===== config.mk =====
export PLATFORM = sky130hd
export DESIGN_NAME = efuse_ctrl
export DESIGN_NICKNAME = d
export VERILOG_FILES = /design/src/rtl/efuse_pkg.sv /design/src/rtl/efuse_cells.sv /design/src/rtl/efuse_cache.sv /design/src/rtl/efuse_ctrl.sv
export SDC_FILE = /design/constraint.sdc
export NUM_CORES = 2
export LEC_CHECK = 0
export ABC_CLOCK_PERIOD_IN_PS = 16149
export BUFFER_PORTS_ARGS = -buffer_cell sky130_fd_sc_hd__clkbuf_2
export CAP_MARGIN = 20
export CORE_ASPECT_RATIO = 1.1
export CORE_MARGIN = 3
export CORE_UTILIZATION = 45
export CTS_CLUSTER_DIAMETER = 30
export DETAILED_ROUTE_END_ITERATION = 10
export PLACE_DENSITY_LB_ADDON = 0.2
export SYNTH_ARGS = -nofsm -noshare
export SYNTH_HDL_FRONTEND = slang
export SYNTH_SLANG_ARGS = --single-unit
export TNS_END_PERCENT = 30

===== constraint.sdc =====
create_clock -name clk -period 16.15 [get_ports clk]
set_input_delay 1.615 -clock clk [delete_from_list [all_inputs] [get_ports clk]]
set_output_delay 1.615 -clock clk [all_outputs]
set_load 0.005 [all_outputs]

===== src/rtl/efuse_pkg.sv =====
// Shared constants for the fuse bank controller: register word addresses,
// field bit positions and the sequencer operation type.
package efuse_pkg;
    localparam int REG_STATUS = 'h00;
    localparam int REG_ERROR  = 'h01;
    localparam int REG_CMD    = 'h02;
    localparam int REG_UPPER  = 'h03;
    localparam int REG_LOWER  = 'h04;
    localparam int REG_SDATA  = 'h05;
    localparam int REG_KEY    = 'h06;

    localparam int ST_BUSY = 7;
    localparam int ST_PGD  = 1;
    localparam int ST_SND  = 0;

    localparam int ER_WPROT = 6;
    localparam int ER_OPROT = 5;
    localparam int ER_RPROT = 4;
    localparam int ER_LOCK  = 3;
    localparam int ER_SENSE = 2;

    localparam int CM_PROG  = 0;
    localparam int CM_SENSE = 3;
    localparam int CM_PULSE = 5;

    localparam int PW_WRITE = 7;
    localparam int PW_OVR   = 6;
    localparam int PW_READ  = 5;
    localparam int PW_SENSE = 3;

    localparam logic [7:0] UNLOCK_KEY = 8'hAA;

    typedef enum logic [1:0] {
        OP_IDLE  = 2'd0,
        OP_SENSE = 2'd1,
        OP_PROG  = 2'd2
    } fuse_op_e;
endpackage


===== src/rtl/efuse_cells.sv =====
// Behavioural fuse array and its cycle sequencer.
// Holds BANKS*ROWS*BITS fuse bits that keep their contents through reset.
// On a start pulse it latches the address and stays busy for PULSE_CYCLES
// clocks. On the last busy clock it either reports the sensed row or burns
// one bit. Assumes BANKS, ROWS and BITS are powers of two, and that the
// caller never pulses a start while busy.
module efuse_cells #(
    parameter int BANKS        = 2,
    parameter int ROWS         = 32,
    parameter int BITS         = 8,
    parameter int PULSE_CYCLES = 16,
    parameter logic [BANKS*ROWS*BITS-1:0] FUSE_INIT = '0
) (
    input  logic                       clk,
    input  logic                       rst_n,
    input  logic                       start_sense,
    input  logic                       start_prog,
    input  logic [$clog2(BANKS)-1:0]   req_bank,
    input  logic [$clog2(ROWS)-1:0]    req_row,
    input  logic [$clog2(BITS)-1:0]    req_bit,
    output logic                       busy,
    output logic                       sense_done,
    output logic                       prog_done,
    output logic [BITS-1:0]            sense_val,
    output logic [BANKS*BITS-1:0]      prot_words,
    output logic [BANKS*ROWS*BITS-1:0] cell_image
);
    import efuse_pkg::*;

    localparam int BW    = $clog2(BANKS);
    localparam int RW    = $clog2(ROWS);
    localparam int BIW   = $clog2(BITS);
    localparam int IW    = BW + RW + BIW;
    localparam int CW    = $clog2(PULSE_CYCLES + 1);
    localparam int TOTAL = BANKS * ROWS * BITS;

    logic [TOTAL-1:0] cells = FUSE_INIT;
    fuse_op_e         op_q;
    logic [CW-1:0]    cnt_q;
    logic [BW-1:0]    bank_q;
    logic [RW-1:0]    row_q;
    logic [BIW-1:0]   bit_q;
    logic             finishing;
    logic [IW-1:0]    bit_index;
    logic [IW-1:0]    row_base;

    assign busy       = (op_q != OP_IDLE);
    assign finishing  = busy && (cnt_q == '0);
    assign sense_done = finishing && (op_q == OP_SENSE);
    assign prog_done  = finishing && (op_q == OP_PROG);
    assign bit_index  = {bank_q, row_q, bit_q};
    assign row_base   = {bank_q, row_q, {BIW{1'b0}}};
    assign sense_val  = cells[row_base +: BITS];
    assign cell_image = cells;

    // Protection word of each bank is row 0 of that bank's fuse cells.
    for (genvar b = 0; b < BANKS; b++) begin : g_prot
        assign prot_words[b*BITS +: BITS] = cells[b*ROWS*BITS +: BITS];
    end

    // Sequencer: latch the request, count down the pulse window, return to idle.
    always_ff @(posedge clk) begin
        if (!rst_n) begin
            op_q   <= OP_IDLE;
            cnt_q  <= '0;
            bank_q <= '0;
            row_q  <= '0;
            bit_q  <= '0;
        end else if (busy) begin
            if (cnt_q == '0) op_q <= OP_IDLE;
            else             cnt_q <= cnt_q - 1'b1;
        end else if (start_prog || start_sense) begin
            op_q   <= start_prog ? OP_PROG : OP_SENSE;
            cnt_q  <= CW'(PULSE_CYCLES - 1);
            bank_q <= req_bank;
            row_q  <= req_row;
            bit_q  <= req_bit;
        end
    end

    // Burn the addressed bit at the end of a program window; no reset, fuses persist.
    always_ff @(posedge clk) begin
        if (prog_done) cells[bit_index] <= 1'b1;
    end

    // a burned fuse never returns to 0.
    a_r3_fuses_only_set: assert property (@(posedge clk) disable iff (!rst_n)
        1'b1 |=> ((cells & $past(cells)) == $past(cells)));

    // the register front end never starts a cycle while one runs.
    a_r11_no_start_while_busy: assert property (@(posedge clk) disable iff (!rst_n)
        busy |-> !(start_sense || start_prog));
endmodule


===== src/rtl/efuse_cache.sv =====
// Shadow cache of every fuse row. On reset each entry copies its fuse row
// from the cell image. Afterwards software may override single entries.
// Reads are combinational. Protection checks are left to the caller.
module efuse_cache #(
    parameter int BANKS = 2,
    parameter int ROWS  = 32,
    parameter int BITS  = 8
) (
    input  logic                       clk,
    input  logic                       rst_n,
    input  logic [BANKS*ROWS*BITS-1:0] load_image,
    input  logic                       wr_en,
    input  logic [$clog2(BANKS)-1:0]   wr_bank,
    input  logic [$clog2(ROWS)-1:0]    wr_row,
    input  logic [BITS-1:0]            wr_data,
    input  logic [$clog2(BANKS)-1:0]   rd_bank,
    input  logic [$clog2(ROWS)-1:0]    rd_row,
    output logic [BITS-1:0]            rd_data
);
    localparam int BW      = $clog2(BANKS);
    localparam int RW      = $clog2(ROWS);
    localparam int EW      = BW + RW;
    localparam int ENTRIES = BANKS * ROWS;

    logic [BITS-1:0] rows_q [ENTRIES];
    logic [EW-1:0]   wr_sel;

    assign wr_sel  = {wr_bank, wr_row};
    assign rd_data = rows_q[{rd_bank, rd_row}];

    for (genvar e = 0; e < ENTRIES; e++) begin : g_entry
        // One entry: reload from fuses on reset, else take an override write.
        always_ff @(posedge clk) begin
            if (!rst_n)
                rows_q[e] <= load_image[e*BITS +: BITS];
            else if (wr_en && (wr_sel == EW'(e)))
                rows_q[e] <= wr_data;
        end
    end
endmodule


===== src/rtl/efuse_ctrl.sv =====
// Register front end of the fuse bank controller. Decodes the bus,
// checks the unlock key and the per-bank protection words, and raises
// sticky error bits that are cleared by writing ones. It starts sense and
// program cycles in efuse_cells and serves cache reads and overrides
// through efuse_cache.
// Assumes BITS = 8 (the field positions are byte-wide) and that the cache
// region, at word address 1 << (row bits + bank bits), fits in AW bits.
module efuse_ctrl #(
    parameter int BANKS        = 2,
    parameter int ROWS         = 32,
    parameter int BITS         = 8,
    parameter int PULSE_CYCLES = 16,
    parameter int AW           = 8,
    parameter logic [BANKS*ROWS*BITS-1:0] FUSE_INIT = '0
) (
    input  logic          clk,
    input  logic          rst_n,
    input  logic          bus_wr,
    input  logic          bus_rd,
    input  logic [AW-1:0] bus_addr,
    input  logic [31:0]   bus_wdata,
    output logic [31:0]   bus_rdata
);
    import efuse_pkg::*;

    localparam int BW  = $clog2(BANKS);
    localparam int RW  = $clog2(ROWS);
    localparam int BIW = $clog2(BITS);
    localparam int HW  = AW - RW - BW;
    localparam logic [AW-1:0] A_STATUS = AW'(REG_STATUS);
    localparam logic [AW-1:0] A_ERROR  = AW'(REG_ERROR);
    localparam logic [AW-1:0] A_CMD    = AW'(REG_CMD);
    localparam logic [AW-1:0] A_UPPER  = AW'(REG_UPPER);
    localparam logic [AW-1:0] A_LOWER  = AW'(REG_LOWER);
    localparam logic [AW-1:0] A_SDATA  = AW'(REG_SDATA);
    localparam logic [AW-1:0] A_KEY    = AW'(REG_KEY);

    logic                       busy, sense_done, prog_done;
    logic [BITS-1:0]            sense_val, cache_rd;
    logic [BANKS*BITS-1:0]      prot_words;
    logic [BANKS*ROWS*BITS-1:0] cell_image;
    logic [BITS-1:0]            prot_arr [BANKS];

    logic          pgd_q, snd_q;
    logic [7:0]    err_q, err_set, err_clr;
    logic [7:0]    upper_q, lower_q, key_q;
    logic [BITS-1:0] sdat_q;

    logic          is_cache;
    logic [BW-1:0] c_bank, u_bank;
    logic [RW-1:0] c_row;
    logic          wr_cmd, wr_lockable, lock_hit;
    logic          prog_req, prog_go, sense_req, sense_go;
    logic          cache_wr_go, cache_wr_bad, cache_rd_bad;
    logic [BITS-1:0] u_prot, c_prot;
    logic          unused_bits;

    for (genvar b = 0; b < BANKS; b++) begin : g_prot_unpack
        assign prot_arr[b] = prot_words[b*BITS +: BITS];
    end

    // Bus address and request decode, including key and protection checks.
    always_comb begin
        is_cache    = (bus_addr[AW-1:RW+BW] == HW'(1));
        c_bank      = bus_addr[RW +: BW];
        c_row       = bus_addr[RW-1:0];
        u_bank      = upper_q[3 +: BW];
        u_prot      = prot_arr[u_bank];
        c_prot      = prot_arr[c_bank];
        wr_cmd      = bus_wr && (bus_addr == A_CMD);
        wr_lockable = bus_wr && ((bus_addr == A_CMD) || (bus_addr == A_UPPER) ||
                                 (bus_addr == A_LOWER) || (bus_addr == A_KEY));
        lock_hit    = wr_lockable && busy;
        prog_req    = wr_cmd && !busy && bus_wdata[CM_PROG] && bus_wdata[CM_PULSE];
        prog_go     = prog_req && (key_q == UNLOCK_KEY) && !u_prot[PW_WRITE];
        sense_req   = wr_cmd && !busy && !prog_req && bus_wdata[CM_SENSE];
        sense_go    = sense_req && !u_prot[PW_SENSE];
        cache_wr_go  = bus_wr && is_cache && !c_prot[PW_OVR];
        cache_wr_bad = bus_wr && is_cache && c_prot[PW_OVR];
        cache_rd_bad = bus_rd && is_cache && c_prot[PW_READ];
    end

    // Gather the error bits raised and cleared in this cycle.
    always_comb begin
        err_set = '0;
        err_set[ER_WPROT] = prog_req && !prog_go;
        err_set[ER_OPROT] = cache_wr_bad;
        err_set[ER_RPROT] = cache_rd_bad;
        err_set[ER_LOCK]  = lock_hit;
        err_set[ER_SENSE] = sense_req && !sense_go;
        err_clr = (bus_wr && (bus_addr == A_ERROR)) ? bus_wdata[7:0] : 8'h00;
    end

    efuse_cells #(
        .BANKS(BANKS), .ROWS(ROWS), .BITS(BITS),
        .PULSE_CYCLES(PULSE_CYCLES), .FUSE_INIT(FUSE_INIT)
    ) cells_i (
        .clk(clk), .rst_n(rst_n),
        .start_sense(sense_go), .start_prog(prog_go),
        .req_bank(u_bank), .req_row(lower_q[3 +: RW]), .req_bit(lower_q[BIW-1:0]),
        .busy(busy), .sense_done(sense_done), .prog_done(prog_done),
        .sense_val(sense_val), .prot_words(prot_words), .cell_image(cell_image)
    );

    efuse_cache #(.BANKS(BANKS), .ROWS(ROWS), .BITS(BITS)) cache_i (
        .clk(clk), .rst_n(rst_n), .load_image(cell_image),
        .wr_en(cache_wr_go), .wr_bank(c_bank), .wr_row(c_row),
        .wr_data(bus_wdata[BITS-1:0]),
        .rd_bank(c_bank), .rd_row(c_row), .rd_data(cache_rd)
    );

    // Sticky error register: sets win over same-cycle write-one clears.
    always_ff @(posedge clk) begin
        if (!rst_n) err_q <= '0;
        else        err_q <= (err_q & ~err_clr) | err_set;
    end

    // Completion flags: set by the sequencer, cleared by writing 0 to status.
    always_ff @(posedge clk) begin
        if (!rst_n) begin
            pgd_q <= 1'b0;
            snd_q <= 1'b0;
        end else begin
            if (prog_done) pgd_q <= 1'b1;
            else if (bus_wr && bus_addr == A_STATUS && !bus_wdata[ST_PGD]) pgd_q <= 1'b0;
            if (sense_done) snd_q <= 1'b1;
            else if (bus_wr && bus_addr == A_STATUS && !bus_wdata[ST_SND]) snd_q <= 1'b0;
        end
    end

    // Address, key and sense-data holding registers.
    always_ff @(posedge clk) begin
        if (!rst_n) begin
            upper_q <= '0;
            lower_q <= '0;
            key_q   <= '0;
            sdat_q  <= '0;
        end else begin
            if (bus_wr && !busy && bus_addr == A_UPPER) upper_q <= bus_wdata[7:0];
            if (bus_wr && !busy && bus_addr == A_LOWER) lower_q <= bus_wdata[7:0];
            if (bus_wr && !busy && bus_addr == A_KEY)   key_q   <= bus_wdata[7:0];
            if (sense_done) sdat_q <= sense_val;
        end
    end

    // Read data multiplexer.
    always_comb begin
        bus_rdata = '0;
        if (is_cache) begin
            if (!c_prot[PW_READ]) bus_rdata = 32'(cache_rd);
        end else begin
            case (bus_addr)
                A_STATUS: bus_rdata = 32'({busy, 5'b0, pgd_q, snd_q});
                A_ERROR:  bus_rdata = 32'(err_q);
                A_UPPER:  bus_rdata = 32'(upper_q);
                A_LOWER:  bus_rdata = 32'(lower_q);
                A_SDATA:  bus_rdata = 32'(sdat_q);
                A_KEY:    bus_rdata = 32'(key_q);
                default:  bus_rdata = '0;
            endcase
        end
    end

    assign unused_bits = ^{bus_wdata[31:8]};

    // a refused program request never opens a program window.
    a_r4_refused_stays_idle: assert property (@(posedge clk) disable iff (!rst_n)
        $rose(err_q[ER_WPROT]) |-> !busy);

    // sense data changes only at the end of a sense window.
    a_r10_sdat_only_on_done: assert property (@(posedge clk) disable iff (!rst_n)
        !$past(sense_done) |-> $stable(sdat_q));

    // the sense-done flag rises only as a busy window ends.
    a_r2_snd_after_busy: assert property (@(posedge clk) disable iff (!rst_n)
        $rose(snd_q) |-> $past(busy));

    // the program-done flag rises only as a busy window ends.
    a_r3_pgd_after_busy: assert property (@(posedge clk) disable iff (!rst_n)
        $rose(pgd_q) |-> $past(busy));
endmodule


---- Word level (Yosys, flattened, before mapping) ----
Memory sizes are Yosys's and may differ from the RTL's.
Cells that the tools add are included.
W data, S select, Z words.
storage, ports and cells
  bits in registers ....................... 570
  memory bits (writable) .................. 512
  input bits .............................. 44
  output and inout bits ................... 32
  logic and storage cells ................. 563
  memories kept ........................... 1
cells by class
  add/sub/neg operators ................... 1
  magnitude comparators ................... 4
  eq/ne operators ......................... 75
  shift-type cells ........................ 1
  mux-type cells .......................... 280
  bitwise gates (word level) .............. 71
  reductions and logical operators ........ 117
memories
  name            words  bits a word  rd ports  clocked after Yosys merged registers in  wr ports  RTL line           text
  cache_i.rows_q  64     8            1         0                                        64        efuse_cache.sv:25  logic [BITS-1:0] rows_q [ENTRIES];
operators by type and width
  kind                   count
  $mux W8                69
  $or A512 B512 Y512     1
  $shiftx A512 B10 Y8    1
  $mux W1                198
  $eq A6 B6 Y1 const B   32
  $eq A6 B5 Y1 const B   16
  $logic_and A1 B1 Y1    94
  $or A1 B1 Y1           64
  $eq A6 B4 Y1 const B   8
  $pmux W8 S6            1
  $mux W32               1
  $eq A6 B3 Y1 const B   4
  $eq A8 B3 Y1 const B   3
  $mux W7                3
  $eq A8 B2 Y1 const B   2
  $mux W5                3
  $eq A6 B2 Y1 const B   2
  $lt A9 B10 Y1 const B  1
  $demux W1 S9           1
  $ge A9 B1 Y1 const B   1
  $logic_not A1 Y1       9
  $and A8 B8 Y8          1
  $eq A8 B1 Y1 const B   1
  $eq A8 B8 Y1 const B   1
  other kinds (18)       32

---- Logic depth before layout (Yosys ltp) ----
  depth after elaboration ................. 12
  mapped depth ............................ 10
  gate-level depth less buffers ........... 7

---- Hierarchy ----
A second synthesis with hierarchy kept.
unflattened totals
  cell total of the unflattened synthesis .. 3543
  area total of the unflattened synthesis .. 53929.2 µm²
by module, submodules not included
  module       instances  cells each  area an instance (µm²)  sequential area each (µm²)
  efuse_cache  1          1598        26543.0                 15374.7
  efuse_cells  1          1678        25014.0                 15695.1
  efuse_ctrl   1          267         2372.3                  840.8

---- Least setup slack after synthesis ----
Ideal clock, no wire load.
  path type ............................... register to register
  start ................................... reg cells_i.cnt_q[0]
  end ..................................... reg cells_i.cells[0] (netlist: cells_i.cell_image[0]), enable pin
  setup time .............................. 0.855 ns
  arrival ................................. 10.917 ns
  required time ........................... 15.295 ns
  slack ................................... 4.378 ns
  cell stages (with the launch flop) ...... 6
  path buffers ............................ 0
  period minus slack after synthesis ...... 11.772 ns
  cells stage by stage .................... dfxtp_1 > inv_1 > ha_1 > nor4b_1 > nand3b_1 > inv_1
on the way
  cells in the longest elaborated chain, start to end .. 3
RTL lines
  item                             RTL line           text
  from (decl)                      efuse_cells.sv:39  logic [CW-1:0] cnt_q;
  from (signal assigned)           efuse_cells.sv:71  else cnt_q <= cnt_q - 1'b1;
  from (signal assigned)           efuse_cells.sv:74  cnt_q <= CW'(PULSE_CYCLES - 1);
  $logic_not A5 Y1                 efuse_cells.sv:48  assign finishing = busy && (cnt_q == '0);
  $logic_and A1 B1 Y1              efuse_cells.sv:48
  $logic_and A1 B1 Y1              efuse_cells.sv:50  assign prog_done = finishing && (op_q == OP_PROG);
  via cells_i.prog_done            efuse_cells.sv:23  output logic prog_done,
  to (signal, indexed assignment)  efuse_cells.sv:83  if (prog_done) cells[bit_index] <= 1'b1;
  to (decl)                        efuse_cells.sv:37  logic [TOTAL-1:0] cells = FUSE_INIT;
The timed path passes the listed nets, and every way through them passes these cells.
A chain may end at the register's enable or synchronous reset.

---- Worst setup path after layout ----
  start ................................... in bus_addr[1]
  end ..................................... out bus_rdata[1]
on the way
  cells in the longest elaborated chain, start to end .. 3
  elaborated cells between the ends (all ways) .. 10
  classes of those cells .................. eq/ne (5); mux (3); reduce/logical (1); memory (1)
RTL lines
  item                                           RTL line                              text
  from (decl)                                    efuse_ctrl.sv:20                      input logic [AW-1:0] bus_addr,
  $mem_v2 Z64 W8, or another cell as far along   -
  $mux W8 / $pmux W8 S6 (equally long branches)  efuse_ctrl.sv:150, efuse_ctrl.sv:152
  $mux W32 *                                     efuse_ctrl.sv:149                     if (is_cache) begin
  to (decl)                                      efuse_ctrl.sv:22                      output logic [31:0] bus_rdata
Every way passes the cells marked *; elsewhere a longest branch is shown, timed or not.

==> impl_metrics.sql <==
INSERT INTO impl_metrics (metric_group, metric, value, unit) VALUES
('finish', 'fraction_of_final_layout_cells_sized_beyond_drive_strength_1', '0.341', ''),
('timing', 'rsz0062_at_grt', 'false', ''),
('timing', 'final.hold.worst_slack', '0.437', 'ns'),
('timing', 'timing_max_transition_violations_final', '0', ''),
('timing', 'final.min_clock_period', '7.40', 'ns'),
('route', 'vias_per_cell', '6.60', ''),
('yosys', 'syn_area', '53800', 'um2'),
('place', 'io_buffers', '27', ''),
('clock_tree', 'tritoncts', 'built', ''),
('worst_setup_path', 'cp_slowest_cell', 'buf_4', ''),
('global_routing', 'vias_in_the_first_global_route', '35390', ''),
('worst_setup_path', 'reg2reg_slack', '11.73', 'ns'),
('worst_setup_path', 'critical_path.startpoint', 'bus_addr[1]', ''),
('run_status', 'outcome', 'finished, final reports clean', ''),
('floorplanning', 'placementRows', '132', ''),
('yosys', 'netlist-cell-type-count', '65', ''),
('yosys', 'synth-seq-area-share', '0.594', ''),
('place', 'post-place-ws', '8.93', 'ns'),
('power_and_ir_drop', 'vdd.ir_drop.worst', '99.7', 'uV'),
('clock_tree', 'htree_levels', '4', ''),
('clock_tree', 'root_buffer', 'clkbuf_16', ''),
('clock_tree', 'cts_made_buffers', '227', ''),
('worst_setup_path', 'worstPathArrival', '5.78', 'ns'),
('timing', 'finalSetupTns', '0', 'ns'),
('floorplanning', 'coreArea', '118000', 'um2'),
('worst_setup_path', 'crit_top_cell', 'buf_4', ''),
('power_and_ir_drop', 'leakagePower', '17.7', 'nW'),
('clock_tree', 'post_cts_resize_count', '0', ''),
('timing', 'timing.final.crit_share', '0.458', ''),
('yosys', 'synth-edff-count', '1024', ''),
('yosys', 'synth_flop_cell', 'edfxtp_1', ''),
('global_routing', 'globalRouteTotalUtil', '0.313', ''),
('worst_setup_path', 'critical-path-max-stage-delay', '0.93', 'ns'),
('yosys', 'ys_seq_elements', '1082', ''),
('global_routing', 'first_pass_grt_wire_length', '273000', 'um'),
('yosys', 'number_of_standard_cells_after_synthesis', '3634', ''),
('route', 'vias', '36262', ''),
('finish', 'multiInputGateArea', '20600', 'um2'),
('clock_tree', 'cts.path.max_buffers', '3', ''),
('power_and_ir_drop', 'post-layout-total-power', '8.28', 'mW'),
('clock_tree', 'post-cts-setup-buffer-count', '0', ''),
('worst_setup_path', 'critPathLaunchType', 'primary input', ''),
('timing', 'timing_worst_slew_pin_value', '1.16', 'ns'),
('timing', 'relSlewSlack', '0.227', ''),
('global_routing', 'globalRoute.totalOverflow', '0', ''),
('place', 'detailedPlacementHpwl', '124000', 'um'),
('worst_setup_path', 'chain_of_cells_forming_the_critical_path', 'clkbuf_8, buf_4, buf_4, nor4_1, a222oi_1, a21oi_1, nor3_1, o211ai_1, clkbuf_2', ''),
('place', 'routabilityCongestion', '1.00', ''),
('clock_tree', 'clk_latency', '0.85', 'ns'),
('worst_hold_path', 'worst_hold_path.num_cells', '2', ''),
('floorplanning', 'overall_die_width', '336', 'um'),
('route', 'drc_errors', '0', ''),
('worst_hold_path', 'hold_end', 'err_q[1]', ''),
('global_routing', 'grt_start_max_net_pins', '181', ''),
('worst_setup_path', 'worst_r2r_endpoint', 'cache_i.rows_q[25][1]', ''),
('worst_setup_path', 'worst_r2r_path_depth', '5', ''),
('timing', 'setup_viol', '0', ''),
('finish', 'regArea', '31900', 'um2'),
('worst_setup_path', 'required', '14.53', 'ns'),
('timing', 'hold_viol', '0', ''),
('job', 'count_of_maximum_capacitance_violations', '0', ''),
('yosys', 'syn_avg_cell_area', '14.8', 'um2'),
('worst_setup_path', 'path_class', 'in2out', ''),
('route', 'drt_pass1_iterations', '5', ''),
('floorplanning', 'initial_utilization', '0.455', ''),
('floorplanning', 'num_io_pins', '76', ''),
('route', 'dr.first_iter.drc_count', '4759', ''),
('worst_setup_path', 'cp-end-kind', 'output pin', ''),
('worst_setup_path', 'critical_path_peak_fanout', '59', ''),
('power_and_ir_drop', 'power_per_unit_of_standard_cell_area', '129', 'nW/um2'),
('worst_setup_path', 'crit-reg2reg-launch', 'cells_i.cell_image[262]', '');
## routing by layer
metal	vias up	routed length (um)	part of all wire	global-route usage
li1	14658	-	-	-
met1	18845	75000	0.39	0.419
met2	2253	86800	0.45	0.468
met3	502	21200	0.11	0.0834
met4	4	11200	0.058	0.162
met5	-	24	0.00012	0
## where the power goes
part,switching [mW],internal (mW)
logic,0.166,0.0688
clock network,1.63,3.33
registers,0.00913,3.08
## Yosys cell counts, types with 28 or more instances
cell type / number / share of area
buf_2: 63 / 0.0059
nand2_1: 188 / 0.013
a21o_1: 352 / 0.049
nor2_1: 97 / 0.0068
mux2_2: 532 / 0.11
nand3_1: 46 / 0.0043
buf_4: 33 / 0.0046
o21bai_1: 160 / 0.022
mux4_2: 188 / 0.079
dfxtp_1: 58 / 0.022
mux2i_1: 193 / 0.036
a21oi_1: 47 / 0.0044
clkbuf_1: 211 / 0.015
edfxtp_1: 1024 / 0.57
o21ai_0: 87 / 0.0081
o22ai_1: 28 / 0.0033
a22oi_1: 55 / 0.0077
## metrics by stage
step,utilization,cell area [um2]
after global placement,0.473,55800
after floorplan,-,53900
after CTS,0.543,64100
after detailed placement,0.473,55900
after global routing,0.543,64100
final,0.543,64100
## logic make-up after synthesis
group,share of synthesized area
AOI/OAI and AO/OA,0.106
adders and majority gates,0.000465
buffers and inverters,0.0269
DFF,0.594
muxes,0.229
other,0.0000697
and+or+nand+nor,0.0441
## cell usage in the layout, fill, tap and decap left out, types with 28 or more instances in the layout
| master | synthesis | layout |
|---|---|---|
| clkinv_1 | 3 | 32 |
| buf_4 | 33 | 152 |
| nor2_1 | 97 | 91 |
| mux4_2 | 188 | 188 |
| o22ai_1 | 28 | 28 |
| a21oi_1 | 47 | 47 |
| nand2_1 | 188 | 187 |
| mux2_2 | 532 | 532 |
| bufinv_16 | 0 | 44 |
| dfxtp_1 | 58 | 55 |
| o21ai_0 | 87 | 82 |
| o21bai_1 | 160 | 160 |
| mux2i_1 | 193 | 193 |
| nand3_1 | 46 | 46 |
| clkinv_2 | 0 | 39 |
| edfxtp_1 | 1024 | 1024 |
| a22oi_1 | 55 | 55 |
| a21o_1 | 352 | 352 |
| clkbuf_16 | 0 | 230 |
## worst max path at each step
stage / slack (ns) / cells past startpoint / end
6_report: 8.75 / 9 / bus_rdata[1]
5_1_grt: 8.82 / 9 / bus_rdata[1]
4_1_cts: 8.94 / 8 / bus_rdata[7]
3_5_place_dp: 8.93 / 8 / bus_rdata[7]
3_3_place_gp: 8.90 / 8 / bus_rdata[7]
2_1_floorplan: 4.38 / 5 / cells_i.cell_image[0]
## critical path, delay by kind of cell
kind | cells | cell delay, ns
buffers and inverters | 4 | 2.47
and+or+nand+nor | 2 | 0.49
AOI/OAI and AO/OA | 3 | 1.06
## state kept, by name, indices dropped and copies added (netlist names), 2 cells and up
name	flops
key_q	8
sdat_q	8
cells_i.bit_q	3
lower_q	8
cells_i.op_q	2
upper_q	8
cells_i.cnt_q	5
cells_i.row_q	5
cells_i.cell_image	512
cache_i.rows_q	512
err_q	8
## final cells by class
cell class / count / share of cell area
Antenna cell: 2 / 0.0000780
Tap cell: 1541 / 0.0301
Timing Repair Buffer: 184 / 0.0215
Inverter: 7 / 0.000527
Clock inverter: 173 / 0.0360
Multi-Input combinational cell: 2245 / 0.322
Clock buffer: 258 / 0.0922
Sequential cell: 1082 / 0.498
Note: power is estimated with default switching activity, not from simulation.
